### config.mk
export PLATFORM = sky130hd
export DESIGN_NAME = mem_map_decoder
export DESIGN_NICKNAME = d
export VERILOG_FILES = /design/src/rtl/mmd_pkg.sv /design/src/rtl/mmd_ram_window.sv /design/src/rtl/mmd_io_window.sv /design/src/rtl/mmd_read_mux.sv /design/src/rtl/mem_map_decoder.sv
export SDC_FILE = /design/constraint.sdc
export NUM_CORES = 1
export LEC_CHECK = 0
export BUFFER_PORTS_ARGS = -buffer_cell sky130_fd_sc_hd__buf_2
export CORE_AREA = 2 2 124 126
export DETAILED_ROUTE_END_ITERATION = 16
export DIE_AREA = 0 0 126 128
export PLACE_DENSITY_LB_ADDON = 0.25
export SKIP_LAST_GASP = 1
export SYNTH_ARGS = -nofsm -noshare
export SYNTH_HDL_FRONTEND = slang
export SYNTH_SLANG_ARGS = --single-unit
export TNS_END_PERCENT = 100
### constraint.sdc
create_clock -name vclk -period 1.2
set_input_delay 0.06 -clock vclk [all_inputs]
set_output_delay 0.06 -clock vclk [all_outputs]
set_load 0.01 [all_outputs]
### src/rtl/mmd_pkg.sv
package mmd_pkg;
  localparam int unsigned DEF_ADDR_W    = 16;
  localparam int unsigned DEF_DATA_W    = 16;
  localparam int unsigned DEF_RAM_WORDS = 3840;
  localparam int unsigned DEF_IO_BASE   = 32'h1000;
  localparam int unsigned DEF_IO_COUNT  = 16;
endpackage

### src/rtl/mmd_ram_window.sv
module mmd_ram_window #(
  parameter int unsigned ADDR_W    = 16,
  parameter int unsigned RAM_WORDS = 3840
) (
  input  logic [ADDR_W-1:0] addr_i,
  output logic              hit_o
);
  localparam logic [ADDR_W-1:0] RAM_LAST = ADDR_W'(RAM_WORDS - 1);

  assign hit_o = (addr_i <= RAM_LAST);
endmodule

### src/rtl/mmd_io_window.sv
module mmd_io_window #(
  parameter int unsigned ADDR_W   = 16,
  parameter int unsigned IO_BASE  = 32'h1000,
  parameter int unsigned IO_COUNT = 16
) (
  input  logic [ADDR_W-1:0]           addr_i,
  output logic                        hit_o,
  output logic [IO_COUNT-1:0]         sel_o,
  output logic [$clog2(IO_COUNT)-1:0] idx_o
);
  localparam int unsigned IDX_W = $clog2(IO_COUNT);
  localparam logic [ADDR_W-1:0] BASE_A = ADDR_W'(IO_BASE);

  // base is aligned to IO_COUNT, so the page compare ignores the low bits
  assign hit_o = (addr_i[ADDR_W-1:IDX_W] == BASE_A[ADDR_W-1:IDX_W]);
  assign idx_o = addr_i[IDX_W-1:0];

  for (genvar k = 0; k < IO_COUNT; k++) begin : g_slot
    assign sel_o[k] = hit_o && (addr_i[IDX_W-1:0] == IDX_W'(k));
  end
endmodule

### src/rtl/mmd_read_mux.sv
module mmd_read_mux #(
  parameter int unsigned DATA_W   = 16,
  parameter int unsigned IO_COUNT = 16
) (
  input  logic                        io_hit_i,
  input  logic [$clog2(IO_COUNT)-1:0] idx_i,
  input  logic [DATA_W-1:0]           ram_rdata_i,
  input  logic [IO_COUNT*DATA_W-1:0]  io_rdata_i,
  output logic [DATA_W-1:0]           rdata_o
);
  logic [DATA_W-1:0] slot [IO_COUNT];

  for (genvar k = 0; k < IO_COUNT; k++) begin : g_unpack
    assign slot[k] = io_rdata_i[k*DATA_W +: DATA_W];
  end

  assign rdata_o = io_hit_i ? slot[idx_i] : ram_rdata_i;
endmodule

### src/rtl/mem_map_decoder.sv
module mem_map_decoder
  import mmd_pkg::*;
#(
  parameter int unsigned ADDR_W    = DEF_ADDR_W,
  parameter int unsigned DATA_W    = DEF_DATA_W,
  parameter int unsigned RAM_WORDS = DEF_RAM_WORDS,
  parameter int unsigned IO_BASE   = DEF_IO_BASE,
  parameter int unsigned IO_COUNT  = DEF_IO_COUNT
) (
  input  logic [ADDR_W-1:0]          addr_i,
  input  logic                       load_i,
  input  logic [DATA_W-1:0]          ram_rdata_i,
  input  logic [IO_COUNT*DATA_W-1:0] io_rdata_i,
  output logic                       ram_we_o,
  output logic [IO_COUNT-1:0]        io_we_o,
  output logic [DATA_W-1:0]          rdata_o
);
  localparam int unsigned IDX_W = $clog2(IO_COUNT);

  logic              ram_hit;
  logic              io_hit;
  logic [IO_COUNT-1:0] io_sel;
  logic [IDX_W-1:0]  io_idx;

  mmd_ram_window #(.ADDR_W(ADDR_W), .RAM_WORDS(RAM_WORDS)) u_ram_win (
    .addr_i (addr_i),
    .hit_o  (ram_hit)
  );

  mmd_io_window #(.ADDR_W(ADDR_W), .IO_BASE(IO_BASE), .IO_COUNT(IO_COUNT)) u_io_win (
    .addr_i (addr_i),
    .hit_o  (io_hit),
    .sel_o  (io_sel),
    .idx_o  (io_idx)
  );

  assign ram_we_o = load_i & ram_hit;
  assign io_we_o  = {IO_COUNT{load_i}} & io_sel;

  mmd_read_mux #(.DATA_W(DATA_W), .IO_COUNT(IO_COUNT)) u_rmux (
    .io_hit_i    (io_hit),
    .idx_i       (io_idx),
    .ram_rdata_i (ram_rdata_i),
    .io_rdata_i  (io_rdata_i),
    .rdata_o     (rdata_o)
  );
endmodule

==> impl_metrics.toml, run 1 <==
[outcome]
outcome = "finished with violations"
violations = "setup timing"

[timing]
rsz0062_at_grt = "yes"
min_period_ps = 1550
finalSetupViolCount = 32
max_freq_mhz = 645
layout_setup_ws_ps = -350
hold_viol_final = 0
post-route-period-util_pct = 129
worst_slew_pin_slew_ps = 408
fin_setup_tns_ps = -8780
drv_slew = 0
slew_headroom_pct = 72.8

[grt]
grt_pass1_wl_mm = 18.8
gr-total-overflow = 0
antenna_found_initial = 0
grt_usage_pct = 14.6
grt_pass1_vias = 3575
grt_max_degree = 37

[logic_synthesis]
synthTopCellsByCount = "mux4_2, mux2i_1, nor2_1"
yosys-top-cells-area = "mux4_2, mux2i_1, o221ai_1"
avgSynthCellArea_um2 = 12.0
synth_area_um2 = 2330
ys_seq_area_share_pct = 0
synthesis.nets = 484
yosys_warnings = 0
synthMostInstantiatedCell = "mux4_2"
synth_top_area_share_pct = 61.8
synth_cell_types = 28
synth_top_area_cell = "mux4_2"
synth_cells = 195

[pwr]
intPower_mw = 0.948
clock_power_share_pct = 0
pwr-share-seq_pct = 0
vdd_drop_max_uv = 126
p_leak_nw = 2.32
combPwrFrac_pct = 100.0
p_sw_share_pct = 36.9
p_switching_mw = 0.555
power_density_nw_per_um2 = 315

[detailed_routing]
drt-initial-drc-count = 138
vias_per_cell = 4.63
first_pass_iters = 4
drc_errors = 0
wl_per_cell_um = 17.9
finalWirelength_mm = 12.9
ant_nets = 0
vias = 3358

[setup_path]
crit_family = "multiplexers"
crit_chain = "buf_12 -> buf_16 -> mux4_2 -> a22oi_2 -> a31oi_1 -> a21o_1 -> buf_2"
cp_slowest_cell = "mux4_2"
cp-start-kind = "primary input"
slowest_delay_ps = 520
worst-path-stages = 7
worstPathMaxFanout = 17
cp.arrival_ps = 1490
endpoint_kind = "output pin"
required_ps = 1140
worst-path-buf-inv = 3
crit_type = "in2out"

[final_layout]
antenna_cells = 0
finalNetCount = 828
n_sequential_cell = 0
layout-drive-gt1-share_pct = 87.0
regArea_um2 = 0
multi_input_area_um2 = 2380
fillCellCount = 1585
nClkBuffers = 0
fin_cells = 725
fin_area_um2 = 4770
area_growth_pct = 104

[floorplan]
dieArea_um2 = 16100
start_util_pct = 15.7
die_x_um = 126
core_um2 = 14900
row_count = 45
pin_count = 322
die_height_um = 128

[hold_path]
holdPathStages = 3
hold_class = "in2out"

[run]
maxCapViolCount = 0

[cts]
hold_buffers = 0

[placed_design]
place.gp.congestion = 0.895
post-dp-hpwl_mm = 11.4
placed_area_um2 = 4460
place_inst = 714
dp_slack_ps = -468
portBuffers = 322
-- layer usage --
layer | wire length, um | track usage, % | up-vias
met5 | 0 | 0 | -
met3 | 920 | 1.79 | 6
met2 | 6980 | 28.8 | 174
met4 | 62 | 0.711 | 0
met1 | 4980 | 17.8 | 1628
li1 | - | - | 1550
-- cell type report --
cell class | count | area share, %
Tap cell | 188 | 4.93
Multi-Input combinational cell | 171 | 49.9
Timing Repair Buffer | 366 | 45.2
-- power groups by stage --
stage	logic (mW)	clock network (mW)	registers, mW
floorplan	0.716	0	0
global placement	1.38	0	0
detailed placement	1.40	0	0
CTS	1.49	0	0
global route	1.62	0	0
finish	1.50	0	0
-- layout by cell type (no fill, tap or decap), types with 2 or more instances in the layout --
cell type and n:
o221ai_2 8, mux2i_4 2, or2_2 2, buf_6 8
mux4_2 64, a22oi_2 4, a21o_1 7, a211oi_1 2
nand2b_1 3, buf_2 315, mux2i_2 7, nand2_1 14
nand4_1 2, buf_12 8, buf_4 31, nor2_2 3
buf_16 2, o22ai_1 3, nor3_2 2, nand4b_1 2
nor2b_1 3, nand3_1 4, nor2_1 13, mux2i_1 12
a31oi_1 4
-- kinds of logic after synthesis --
kind of cell	Yosys count	synth area share (%)
and+or+nand+nor	56	13.0
muxes	85	70.8
buffers and inverters	24	6.49
AOI/OAI and AO/OA	30	9.76
-- path summary, 6_finish.rpt --
path	from	to	slack, ps
worst max-delay path	addr_i[0]	rdata_o[9]	-350
worst min-delay path	ram_rdata_i[15]	rdata_o[15]	410
-- through the flow --
stage                     utilization [%]  power, mW  hold WS, ps
after floorplan                         -      0.716          231
after global placement               30.0       1.38          411
after detailed placement             30.0       1.40          411
after CTS                            31.3       1.49          412
after global routing                 32.1       1.62          415
final                                32.1       1.50          407
-- repair_timing --
item                       CTS  global route
pin swaps                    6             7
gates resized for setup     30            12
setup endpoints to repair   32            32
cloned                       1             1
setup buffers                5             4
(Power assumes the default switching activity.)
==> inputs of run 2 (changes only) <==
--- a/config.mk
+++ b/config.mk
@@ -5,11 +5,11 @@
 export SDC_FILE = /design/constraint.sdc
 export NUM_CORES = 1
 export LEC_CHECK = 0
-export BUFFER_PORTS_ARGS = -buffer_cell sky130_fd_sc_hd__buf_2
+export BUFFER_PORTS_ARGS = -buffer_cell sky130_fd_sc_hd__buf_4
 export CORE_AREA = 2 2 124 126
 export DETAILED_ROUTE_END_ITERATION = 16
 export DIE_AREA = 0 0 126 128
-export PLACE_DENSITY_LB_ADDON = 0.25
+export PLACE_DENSITY = 0.49
 export SKIP_LAST_GASP = 1
 export SYNTH_ARGS = -nofsm -noshare
 export SYNTH_HDL_FRONTEND = slang
==> impl_metrics.toml, run 2 (same netlist as run 1, synthesis figures left out) <==
[final_layout]
multi_input_area_um2 = 2380
n_sequential_cell = 0
final_cell_mix = "buf_4, mux4_2, mux2i_1, nand2_1, nor2_1"
nClkBuffers = 0
fin_area_um2 = 5550
fillCellCount = 1531
layout-drive-gt1-share_pct = 87.4
area_growth_pct = 138
finalNetCount = 823
regArea_um2 = 0
final_common_cell = "buf_4"
utilization_pct = 37.4
antenna_cells = 0

[setup_path]
worstPathMaxFanout = 9
worst-path-buf-inv = 4
crit_family = "multiplexers"
cp_slowest_cell = "mux4_2"
slowest_delay_ps = 510
crit_chain = "buf_12 -> buf_12 -> buf_16 -> mux4_2 -> mux2i_2 -> o221ai_2 -> buf_4"
crit_type = "in2out"
required_ps = 1140
cp.arrival_ps = 1480
cp-start-kind = "primary input"
endpoint_kind = "output pin"
cp_common_cell = "buf_12"
crit_path_start = "addr_i[0]"

[timing]
layout_setup_ws_ps = -342
slew_headroom_pct = 71.3
finalSetupViolCount = 32
post-route-period-util_pct = 129
drv_slew = 0
max_freq_mhz = 648
rsz0062_at_grt = "yes"
hold_viol_final = 0
min_period_ps = 1540
fin_setup_tns_ps = -7700
worst_slew_pin_slew_ps = 430

[grt]
antenna_found_initial = 0
grt_usage_pct = 16.8
grt_max_degree = 23
gr-total-overflow = 0
grt_pass1_wl_mm = 21.3
grt_pass1_vias = 3754

[hold_path]
holdPathEnd = "rdata_o[15]"
holdPathStages = 3
hp-start = "ram_rdata_i[15]"
hold_class = "in2out"

[pwr]
p_leak_nw = 2.57
power_density_nw_per_um2 = 324
vdd_drop_max_uv = 145

[detailed_routing]
vias_per_cell = 4.71
drc_errors = 0
wl_met2_mm = 7.88
ant_nets = 0
vias = 3394
met1_length_mm = 5.74
wl_per_cell_um = 20.2
finalWirelength_mm = 14.6
first_pass_iters = 4
drt-initial-drc-count = 107
top_layer = "met4"
wl_met3_um = 856

[outcome]
outcome = "finished with violations"
violations = "setup timing"

[floorplan]
start_util_pct = 15.7
die_height_um = 128
core_um2 = 14900
pin_count = 322
dieArea_um2 = 16100
die_x_um = 126
row_count = 45

[placed_design]
placed_area_um2 = 5290
post-dp-hpwl_mm = 12.8
portBuffers = 322
place.gp.congestion = 0.881

[run]
maxCapViolCount = 0

[cts]
hold_buffers = 0
run 2: where the power goes:
part / internal, mW / switching (mW) / total (mW)
sequential: 0 / 0 / 0
clock: 0 / 0 / 0
combinational: 1.22 / 0.577 / 1.80
total: 1.22 / 0.577 / 1.80
run 2: worst max-delay path by stage:
stage | endpoint | slack (ps) | depth (start not counted)
2_1_floorplan | rdata_o[15] | -90 | 6
3_3_place_gp | rdata_o[11] | -470 | 8
3_5_place_dp | rdata_o[11] | -510 | 8
4_1_cts | rdata_o[14] | -370 | 8
5_1_grt | rdata_o[14] | -400 | 8
6_report | rdata_o[5] | -340 | 7
run 2: layout make-up:
| type | count | share of cell area, % |
|---|---|---|
| repair buffers | 361 | 52.9 |
| well taps | 188 | 4.24 |
| multi-input cells | 171 | 42.9 |
run 2: timing repair:
| action | CTS | global route |
|---|---|---|
| endpoints found under the setup margin | 32 | 32 |
| cloned | 3 | 0 |
| resized for setup | 29 | 11 |
| pin swaps | 11 | 4 |
| buffers inserted | 4 | 0 |
run 2: layer usage:
layer | up-vias | track usage, %
met5 | - | 0
met2 | 162 | 31.9
met1 | 1688 | 21.3
li1 | 1538 | -
met4 | 0 | 1.10
met3 | 6 | 2.09
run 2: per-stage QoR:
stage	hold WS (ps)	worst slack (ps)	power, mW	instances
after floorplan	231	-89.9	0.716	195
after global placement	396	-475	1.66	716
after detailed placement	399	-508	1.68	716
after CTS	399	-374	1.79	721
after global routing	405	-405	1.92	720
final	399	-342	1.80	720
